<file path="src/rtl/sdram_init_pkg.sv">
package sdram_init_pkg;

  typedef enum logic [1:0] {
    CMD_NOP,
    CMD_PRE,
    CMD_AREF,
    CMD_MRS
  } sdram_cmd_e;

  typedef enum logic [3:0] {
    ST_IDLE,
    ST_PWRUP,
    ST_PRE,
    ST_TRP,
    ST_AREF,
    ST_TRFC,
    ST_MRS,
    ST_TMRD,
    ST_READY
  } init_state_e;

  // round up, never below two clocks
  function automatic int unsigned ns_to_cyc(int unsigned ns, int unsigned mhz);
    int unsigned c;
    c = (ns * mhz + 999) / 1000;
    return (c < 2) ? 2 : c;
  endfunction

  function automatic int unsigned max2(int unsigned a, int unsigned b);
    return (a > b) ? a : b;
  endfunction

endpackage

</file>
<file path="src/rtl/sdram_cmd_enc.sv">
module sdram_cmd_enc
  import sdram_init_pkg::*;
#(
  parameter int unsigned ADDR_W = 13,
  parameter int unsigned BANK_W = 2,
  parameter int unsigned AP_BIT = 10,
  parameter logic [ADDR_W-1:0] MODE_VAL = 'h023
) (
  input  logic              clk_i,
  input  logic              rst_ni,
  input  sdram_cmd_e        cmd_i,
  output logic              cs_n_o,
  output logic              ras_n_o,
  output logic              cas_n_o,
  output logic              we_n_o,
  output logic [BANK_W-1:0] ba_o,
  output logic [ADDR_W-1:0] addr_o
);

  localparam logic [ADDR_W-1:0] AP_MASK = ADDR_W'(1) << AP_BIT;

  always_ff @(posedge clk_i or negedge rst_ni) begin
    if (!rst_ni) begin
      cs_n_o  <= 1'b1;
      ras_n_o <= 1'b1;
      cas_n_o <= 1'b1;
      we_n_o  <= 1'b1;
      ba_o    <= '0;
      addr_o  <= '0;
    end else begin
      ba_o <= '0;
      unique case (cmd_i)
        CMD_PRE: begin
          {cs_n_o, ras_n_o, cas_n_o, we_n_o} <= 4'b0010;
          addr_o <= AP_MASK;
        end
        CMD_AREF: begin
          {cs_n_o, ras_n_o, cas_n_o, we_n_o} <= 4'b0001;
          addr_o <= '0;
        end
        CMD_MRS: begin
          {cs_n_o, ras_n_o, cas_n_o, we_n_o} <= 4'b0000;
          addr_o <= MODE_VAL;
        end
        default: begin
          {cs_n_o, ras_n_o, cas_n_o, we_n_o} <= 4'b1111;
          addr_o <= '0;
        end
      endcase
    end
  end

  assert_cmd_has_ras_R4: assert property (@(posedge clk_i) disable iff (!rst_ni)
    !cs_n_o |-> !ras_n_o);

  assert_nop_idle_R4: assert property (@(posedge clk_i) disable iff (!rst_ni)
    cs_n_o |-> (ras_n_o && cas_n_o && we_n_o));

endmodule

</file>
<file path="src/rtl/sdram_refresh_timer.sv">
module sdram_refresh_timer #(
  parameter int unsigned INIT_CYC = 25,
  parameter int unsigned OPER_CYC = 1952,
  parameter int unsigned W        = 16
) (
  input  logic clk_i,
  input  logic rst_ni,
  input  logic load_init_i,
  input  logic load_oper_i,
  output logic tick_o,
  output logic oper_o
);

  logic [W-1:0] cnt_q, ival_q;
  logic         run_q;

  assign tick_o = run_q && (cnt_q == '0);

  always_ff @(posedge clk_i or negedge rst_ni) begin
    if (!rst_ni) begin
      cnt_q  <= '0;
      ival_q <= '0;
      run_q  <= 1'b0;
      oper_o <= 1'b0;
    end else if (load_init_i) begin
      cnt_q  <= W'(INIT_CYC - 1);
      ival_q <= W'(INIT_CYC - 1);
      run_q  <= 1'b1;
      oper_o <= 1'b0;
    end else if (load_oper_i) begin
      cnt_q  <= W'(OPER_CYC - 1);
      ival_q <= W'(OPER_CYC - 1);
      oper_o <= 1'b1;
    end else if (run_q) begin
      cnt_q <= tick_o ? ival_q : cnt_q - 1'b1;
    end
  end

  assert_tick_single_R8: assert property (@(posedge clk_i) disable iff (!rst_ni)
    (tick_o && !load_init_i && !load_oper_i) |=> !tick_o);

  assert_oper_sticky_R8: assert property (@(posedge clk_i) disable iff (!rst_ni)
    (oper_o && !load_init_i) |=> oper_o);

endmodule

</file>
<file path="src/rtl/sdram_init_fsm.sv">
module sdram_init_fsm
  import sdram_init_pkg::*;
#(
  parameter int unsigned PWR_CYC = 25000,
  parameter int unsigned RP_CYC  = 5,
  parameter int unsigned RFC_CYC = 17,
  parameter int unsigned MRD_CYC = 5,
  parameter int unsigned NUM_REF = 2,
  parameter int unsigned CNT_W   = 16
) (
  input  logic       clk_i,
  input  logic       rst_ni,
  input  logic       start_i,
  input  logic       ref_tick_i,
  output sdram_cmd_e cmd_o,
  output logic       load_init_o,
  output logic       load_oper_o,
  output logic       init_done_o
);

  localparam int unsigned RW = $clog2(NUM_REF + 1);

  init_state_e      state_q, state_d;
  logic [CNT_W-1:0] wait_q, wait_d;
  logic [RW-1:0]    ref_q, ref_d;

  always_comb begin
    state_d     = state_q;
    wait_d      = wait_q;
    ref_d       = ref_q;
    cmd_o       = CMD_NOP;
    load_init_o = 1'b0;
    load_oper_o = 1'b0;
    unique case (state_q)
      ST_IDLE: if (start_i) begin
        state_d = ST_PWRUP;
        wait_d  = CNT_W'(PWR_CYC - 1);
      end
      ST_PWRUP: begin
        if (wait_q == '0) state_d = ST_PRE;
        else wait_d = wait_q - 1'b1;
      end
      ST_PRE: begin
        cmd_o       = CMD_PRE;
        load_init_o = 1'b1;
        wait_d      = CNT_W'(RP_CYC - 1);
        state_d     = ST_TRP;
      end
      ST_TRP: begin
        if (wait_q == '0) state_d = ST_AREF;
        else wait_d = wait_q - 1'b1;
      end
      ST_AREF: if (ref_tick_i) begin
        cmd_o   = CMD_AREF;
        ref_d   = ref_q + 1'b1;
        wait_d  = CNT_W'(RFC_CYC - 1);
        state_d = ST_TRFC;
      end
      ST_TRFC: begin
        if (wait_q == '0) state_d = (ref_q == RW'(NUM_REF)) ? ST_MRS : ST_AREF;
        else wait_d = wait_q - 1'b1;
      end
      ST_MRS: begin
        cmd_o   = CMD_MRS;
        wait_d  = CNT_W'(MRD_CYC - 1);
        state_d = ST_TMRD;
      end
      ST_TMRD: begin
        if (wait_q == '0) begin
          state_d     = ST_READY;
          load_oper_o = 1'b1;
        end else wait_d = wait_q - 1'b1;
      end
      ST_READY: ;
      default: state_d = ST_IDLE;
    endcase
  end

  always_ff @(posedge clk_i or negedge rst_ni) begin
    if (!rst_ni) begin
      state_q     <= ST_IDLE;
      wait_q      <= '0;
      ref_q       <= '0;
      init_done_o <= 1'b0;
    end else begin
      state_q     <= state_d;
      wait_q      <= wait_d;
      ref_q       <= ref_d;
      init_done_o <= (state_d == ST_READY);
    end
  end

  assert_mrs_after_refs_R3: assert property (@(posedge clk_i) disable iff (!rst_ni)
    (cmd_o == CMD_MRS) |-> (ref_q == RW'(NUM_REF)));

  assert_aref_bounded_R3: assert property (@(posedge clk_i) disable iff (!rst_ni)
    (cmd_o == CMD_AREF) |-> (ref_q < RW'(NUM_REF)));

  assert_done_sticky_R7: assert property (@(posedge clk_i) disable iff (!rst_ni)
    init_done_o |=> init_done_o);

  assert_no_cmd_when_ready_R3: assert property (@(posedge clk_i) disable iff (!rst_ni)
    init_done_o |-> (cmd_o == CMD_NOP));

endmodule

</file>
<file path="src/rtl/sdram_init_seq.sv">
module sdram_init_seq
  import sdram_init_pkg::*;
#(
  parameter int unsigned CLK_MHZ     = 250,
  parameter int unsigned PWRUP_US    = 100,
  parameter int unsigned NUM_REF     = 2,
  parameter int unsigned ADDR_W      = 13,
  parameter int unsigned BANK_W      = 2,
  parameter int unsigned AP_BIT      = 10,
  parameter logic [ADDR_W-1:0] MODE_VAL = 'h023,
  parameter int unsigned T_RP_NS     = 20,
  parameter int unsigned T_RFC_NS    = 66,
  parameter int unsigned T_MRD_NS    = 20,
  parameter int unsigned INIT_REF_NS = 100,
  parameter int unsigned OPER_REF_NS = 7812
) (
  input  logic              clk_i,
  input  logic              rst_ni,
  input  logic              start_i,
  output logic              cke_o,
  output logic              cs_n_o,
  output logic              ras_n_o,
  output logic              cas_n_o,
  output logic              we_n_o,
  output logic [BANK_W-1:0] ba_o,
  output logic [ADDR_W-1:0] addr_o,
  output logic              init_done_o,
  output logic              refresh_req_o
);

  localparam int unsigned PWR_CYC  = PWRUP_US * CLK_MHZ;
  localparam int unsigned RP_CYC   = ns_to_cyc(T_RP_NS, CLK_MHZ);
  localparam int unsigned RFC_CYC  = ns_to_cyc(T_RFC_NS, CLK_MHZ);
  localparam int unsigned MRD_CYC  = ns_to_cyc(T_MRD_NS, CLK_MHZ);
  localparam int unsigned INIT_CYC = ns_to_cyc(INIT_REF_NS, CLK_MHZ);
  localparam int unsigned OPER_CYC = max2(ns_to_cyc(OPER_REF_NS, CLK_MHZ) - 1, 2);
  localparam int unsigned CNT_W    = $clog2(max2(PWR_CYC, OPER_CYC) + 1);

  sdram_cmd_e cmd;
  logic       load_init, load_oper, tick, oper;

  assign cke_o = 1'b1;

  sdram_init_fsm #(
    .PWR_CYC(PWR_CYC), .RP_CYC(RP_CYC), .RFC_CYC(RFC_CYC),
    .MRD_CYC(MRD_CYC), .NUM_REF(NUM_REF), .CNT_W(CNT_W)
  ) i_fsm (
    .clk_i, .rst_ni, .start_i,
    .ref_tick_i (tick),
    .cmd_o      (cmd),
    .load_init_o(load_init),
    .load_oper_o(load_oper),
    .init_done_o
  );

  sdram_refresh_timer #(
    .INIT_CYC(INIT_CYC), .OPER_CYC(OPER_CYC), .W(CNT_W)
  ) i_timer (
    .clk_i, .rst_ni,
    .load_init_i(load_init),
    .load_oper_i(load_oper),
    .tick_o     (tick),
    .oper_o     (oper)
  );

  sdram_cmd_enc #(
    .ADDR_W(ADDR_W), .BANK_W(BANK_W), .AP_BIT(AP_BIT), .MODE_VAL(MODE_VAL)
  ) i_enc (
    .clk_i, .rst_ni,
    .cmd_i(cmd),
    .cs_n_o, .ras_n_o, .cas_n_o, .we_n_o, .ba_o, .addr_o
  );

  always_ff @(posedge clk_i or negedge rst_ni) begin
    if (!rst_ni) refresh_req_o <= 1'b0;
    else         refresh_req_o <= tick && oper;
  end

  assert_req_after_done_R8: assert property (@(posedge clk_i) disable iff (!rst_ni)
    refresh_req_o |-> init_done_o);

  assert_mrs_addr_R4: assert property (@(posedge clk_i) disable iff (!rst_ni)
    (!cs_n_o && !ras_n_o && !cas_n_o && !we_n_o) |-> (addr_o == MODE_VAL && ba_o == '0));

  assert_pre_ap_bit_R4: assert property (@(posedge clk_i) disable iff (!rst_ni)
    (!cs_n_o && !ras_n_o && cas_n_o && !we_n_o) |-> addr_o[AP_BIT]);

endmodule

</file>
<file path="config.mk">
export PLATFORM = sky130hd
export DESIGN_NAME = sdram_init_seq
export DESIGN_NICKNAME = d
export VERILOG_FILES = /design/src/rtl/sdram_init_pkg.sv /design/src/rtl/sdram_cmd_enc.sv /design/src/rtl/sdram_refresh_timer.sv /design/src/rtl/sdram_init_fsm.sv /design/src/rtl/sdram_init_seq.sv
export SDC_FILE = /design/constraint.sdc
export NUM_CORES = 1
export LEC_CHECK = 0
export CAP_MARGIN = 40
export CORE_ASPECT_RATIO = 1.4
export CORE_MARGIN = 5
export CORE_UTILIZATION = 35
export CTS_CLUSTER_DIAMETER = 100
export DETAILED_ROUTE_END_ITERATION = 8
export DONT_BUFFER_PORTS = 1
export GPL_TIMING_DRIVEN = 0
export PLACE_DENSITY = 0.61
export SLEW_MARGIN = 20
export SYNTH_ARGS = -nofsm -noshare
export SYNTH_HDL_FRONTEND = slang
export SYNTH_SLANG_ARGS = --single-unit
</file>
<file path="constraint.sdc">
create_clock -name clk_i -period 2.5 [get_ports clk_i]
set_input_delay 0.25 -clock clk_i [delete_from_list [all_inputs] [get_ports clk_i]]
set_output_delay 0.25 -clock clk_i [all_outputs]
set_load 0.005 [all_outputs]
</file>
### Word level (Yosys, flattened, before mapping)

Index checks and enable logic that the tools add are counted.

* logic and storage cells: 76
* bits of input ports: 3
* register bits: 69
* output and inout bits: 22

* $add $sub $neg: 3
* reductions and logical operators: 15
* mux-type cells: 29
* equal/unequal tests: 16

Operators with widths (number)
* $mux 15: 9
* $pmux 15 s4: 1
* $pmux 4 s9: 1
* $logic_not 15->1: 2
* $sub 15x1->15 const B: 2
* $mux 4: 6
* $pmux 11 s2: 1
* $eq 4x3->1 const B: 4
* $eq 4x2->1 const B: 2
* $eq 4x4->1 const B: 2
* $mux 1: 8
* $eq 2x2->1 const B: 3
* $pmux 2 s3: 1
* $reduce_or 2->1: 3
* $eq 4x1->1 const B: 1
* $logic_not 4->1: 1
* $mux 2: 2
* $ne 2x2->1 const B: 2
* $reduce_and 4->1: 1
* $reduce_bool 4->1: 1
* $reduce_or 4->1: 1
* $reduce_bool 3->1: 1
* $reduce_or 3->1: 1
* $add 2x1->2 const B: 1
* 5 further kinds: 6

### Longest topological paths before layout

* depth after elaboration: 7
* depth in mapped cells: 9

### Hierarchy

Synthesis repeated with hierarchy kept, for this count alone.

* cells, all modules: 285
* area total of the unflattened synthesis: 2665.1 um2

By module, submodules not included
* sdram_init_fsm: area an instance 1288.7 um2, seq. area each 550.5 um2, times used 1, cells an instance 140
* sdram_refresh_timer: area an instance 1072.3 um2, seq. area each 450.4 um2, times used 1, cells an instance 116
* sdram_cmd_enc: area an instance 261.5 um2, seq. area each 128.9 um2, times used 1, cells an instance 25
* sdram_init_seq: area an instance 42.5 um2, seq. area each 25.0 um2, times used 1, cells an instance 4

### Worst setup path after synthesis

OpenSTA, ideal clock, no wires.

* kind: flip-flop to flip-flop
* start point: register i_timer.cnt_q[0]
* end point: register i_fsm.wait_q[12]
* library setup time: 124 ps
* stages on the path, launching flop included: 9
* clock period less this slack: 2538 ps
* arrival: 2414 ps
* buffers on the path: 1
* path slack: -38 ps
* cell sequence: dfrtp_1 -> inv_1 -> ha_1 -> or4b_2 -> o41ai_1 -> o21ai_0 -> and2_1 -> buf_2 -> a211o_1

* cells in the longest elaborated chain, start to end: 4

RTL lines
* start: declaration: line sdram_refresh_timer.sv:14 `logic [W-1:0] cnt_q, ival_q;`
* start signal: assignment: line sdram_refresh_timer.sv:26 `cnt_q <= W'(INIT_CYC - 1);`
* start signal: assignment: line sdram_refresh_timer.sv:31 `cnt_q <= W'(OPER_CYC - 1);`
* start signal: assignment: line sdram_refresh_timer.sv:35 `cnt_q <= tick_o ? ival_q : cnt_q - 1'b1;`
* $logic_not 15->1: line sdram_refresh_timer.sv:17 `assign tick_o = run_q && (cnt_q == '0);`
* $logic_and 1x1->1: line sdram_refresh_timer.sv:17
* $ne 2x1->1 (no source line)
* $reduce_and 4->1 (no source line)
* end signal: assignment: line sdram_init_fsm.sv:87 `wait_q <= wait_d;`
* end: declaration: line sdram_init_fsm.sv:24 `logic [CNT_W-1:0] wait_q, wait_d;`

Every way passes these cells.
A chain may end at the register's enable or synchronous reset.

### Worst setup path in the final report

* start point: register i_fsm.wait_q[4]
* end point: register i_timer.cnt_q[5]

* cells in the longest elaborated chain, start to end: 5

RTL lines
* $logic_not 15->1 (*): line sdram_init_fsm.sv:69 `if (wait_q == '0) begin`
* $mux 1 (*): line sdram_init_fsm.sv:69
* $mux 1 (*): line sdram_init_fsm.sv:34 `unique case (state_q)`
* $mux 15: line sdram_refresh_timer.sv:30 `end else if (load_oper_i) begin`
* $mux 15: line sdram_refresh_timer.sv:25 `end else if (load_init_i) begin`

Every way passes the cells marked *; elsewhere a longest branch is shown, timed or not.

==> impl_results.md <==
- Core Rows: 37
- Hold depth: 4
- Io pins: 25
- Worst hold slack: 0.389 ns
- Share of layout cells above drive strength 1: 22.7%
- Worst setup EP type: register
- Post-route insts no fill: 414
- Achievable Freq: 408 MHz
- Min cycle time layout: 2.45 ns
- Final Cycle Share: 98.0%
- Worst R2R Path Depth: 6
- Top-area cell type share of the netlist area: 40.6%
- Syn avg cell area: 9.13 sq um
- Least-Margin Pin Slew: 0.576 ns
- Relative slew slack: 61.5%
- Pwr dens: 417 nW/um^2
- Most numerous cell in the Yosys netlist: dfrtp_1
- Synth top area cells: dfrtp_1 41%, buf_4 4.3%, a21oi_1 3.4%
- Hold Crit Endpoint: i_fsm.wait_q[3]
- Worst-path clk slew: 0.09 ns
- Clk_skew: 0.0126 ns
- CP Max Fanout: 10
- Die Ht: 113 microns
- Final hold vios: 0
- CTS H-tree depth: 2
- Final WL: 6260 microns
- Yosys cell types: 54
- Async SR Flop Fraction: 100%
- Hold Crit Start: start_i
- Die area: 9430 sq um
- Static Leak: 1.37 nW
- Top_reg_cell synth: dfrtp_1
- CP Class: reg -> reg
- Clk root buf: clkbuf_8
- Drt first pass iters: 5
- Most frequent cells after synthesis: 43 x dfrtp_1, 23 x nand2_1, 18 x a21oi_1
- Largest net degree at the start of global routing: 47
- FF+latch count, synth: 46
- Number of synthesized flops with an enable pin: 0
- CP arrival: 2.68 ns
- Final Slew Violations: 0
- First-pass GRT wire length: 10,900 microns
- Area grow syn2layout: 17.6%
- Wire per inst: 15.1 microns
- Antenna Nets Post-Route: 0
- Run status: completed
- Initial Util: 36.0%
- Vias in the first global route: 2,287
- TritonCTS Buffers: 5
- Setup violators final: 0
- CTS sink count: 46
- DR vias/cell: 5.40
- CTS tree: done
- Yosys Warn Count: 0
- CP Data Required Time: 2.73 ns
- Post-DP Area: 2820 sq um
- Seq/Total Area, Yosys: 43.6%
- Drc violations: 0
- Layout Nets: 324
- Overall Global Routing Usage: 14.0%
- Die Wd: 83.5 microns
- Iter 0 DRT Violations: 90
- Via count: 2,237
- Global route total overflow: 0
- MaxCap Viol Count: 0
- CTS max path bufs: 2
- N_diodes: 0
- Synth area leader: dfrtp_1
- Peak VDD IR: 0.202 mV
- Core area: 7360 sq um
- Dpl hpwl: 4350 microns
- Post-Synthesis Cells: 290
- Terminus of the critical flop-to-flop path: i_timer.cnt_q[5]
- Fin area: 3110 sq um
- Initial antenna violation count: 0
- Hold Crit Class: in -> reg
- Placed cells: 398
- Final Total Pwr: 0.00130 W
- Cell Area, Synth: 2650 sq um
- Gp weighted congestion: 0.842
- # port buffers: 0
- Crit start category: register
- RR Startpoint: i_fsm.wait_q[4]
- R2R setup slack: 0.05 ns
- Worst-skew pair later-pin latency: 0.30 ns
==> cell families after synthesis <==
logic type	synth area share [%]
buffers and inverters	8.60
AOI/OAI and AO/OA	18.4
and+or+nand+nor	25.7
other	0.284
DFF	43.6
xor gates and xnor gates	0.662
adders and majority gates	2.36
muxes	0.378
==> worst max-delay path, cell delays in order (launching register included) <==
cell	delay (ns)
dfrtp_2	0.44
or4_4	0.58
nor4_4	0.41
a31oi_4	0.15
buf_6	0.16
or4_1	0.48
a21oi_2	0.14
==> report_power, final <==
part | internal [W] | switching [W] | total (W)
registers | 0.000744 | 0 | 0.000744
clock network | 0.000254 | 0.000261 | 0.000514
logic | 0.0000177 | 0.0000225 | 0.0000402
==> layout by cell type (no fill, tap or decap), drive strengths merged, types with 11 or more instances in the layout <==
cell    count
nor2       13
dfrtp      43
inv        15
o21ai      16
buf        28
nand2      23
or4        11
conb       12
a21oi      18
clkbuf     14
nand3      12
==> worst max path at each step <==
| stage | from | to | slack, ns | cells past startpoint |
|---|---|---|---|---|
| floorplan | i_timer.cnt_q[4] | i_timer.cnt_q[13] | 0.01 | 6 |
| finish | i_fsm.wait_q[4] | i_timer.cnt_q[5] | 0.05 | 6 |
| global placement | i_timer.cnt_q[0] | i_fsm.wait_q[2] | -0.44 | 7 |
| detailed placement | i_timer.cnt_q[0] | i_fsm.wait_q[6] | -0.37 | 8 |
| CTS | i_timer.cnt_q[0] | i_timer.cnt_q[2] | 0.01 | 7 |
| global route | i_timer.cnt_q[0] | i_fsm.ref_q[0] | -0.005 | 9 |
==> stage by stage <==
step / setup WS (ns) / setup TNS, ns / utilization (%)
4_1_cts: 0.0134 / 0 / 41.3
2_1_floorplan: 0.0110 / 0 / -
3_5_place_dp: -0.369 / -5.84 / 38.3
3_3_place_gp: -0.439 / -7.24 / 38.2
6_report: 0.0509 / 0 / 42.3
5_1_grt: -0.00491 / -0.00928 / 42.3
==> per-layer routing <==
metal  GRT usage [%]  wire length (microns)  vias to the layer above
met2            25.9                   3450                       39
met4            6.55                    114                        0
met1            15.5                   2530                     1093
met3            2.18                    175                        9
li1                -                      -                     1096
met5               0                      0                        -
==> what timing repair did <==
action / CTS / global route
hold endpoints to repair: 46 / 0
setup endpoints to repair: 31 / 24
resized for setup: 13 / 19
hold buffers: 2 / 0
buffers inserted: 5 / 5
pin swaps: 4 / 7
==> area by class of cell <==
class | instances | area [sq um]
multi-input cells | 211 | 1390
clock inverters | 1 | 8.76
flip-flops and latches | 46 | 1160
fillers | 738 | 4250
clock buffers | 7 | 96.3
well taps | 97 | 121
plain buffers | 23 | 153
repair buffers | 13 | 120
inverters | 16 | 63.8
==> state kept, by name (all words and copies together) (netlist names) <==
name	cells
i_fsm.state_q	4
i_timer.run_q	1
i_enc.cas_n_o	1
i_fsm.ref_q	2
i_timer.ival_q	2
i_fsm.init_done_o	1
i_enc.addr_o	2
i_timer.cnt_q	15
refresh_req_o	1
i_fsm.wait_q	15
i_enc.cs_n_o	1
i_enc.we_n_o	1
Power figures use the tool's default switching activity.
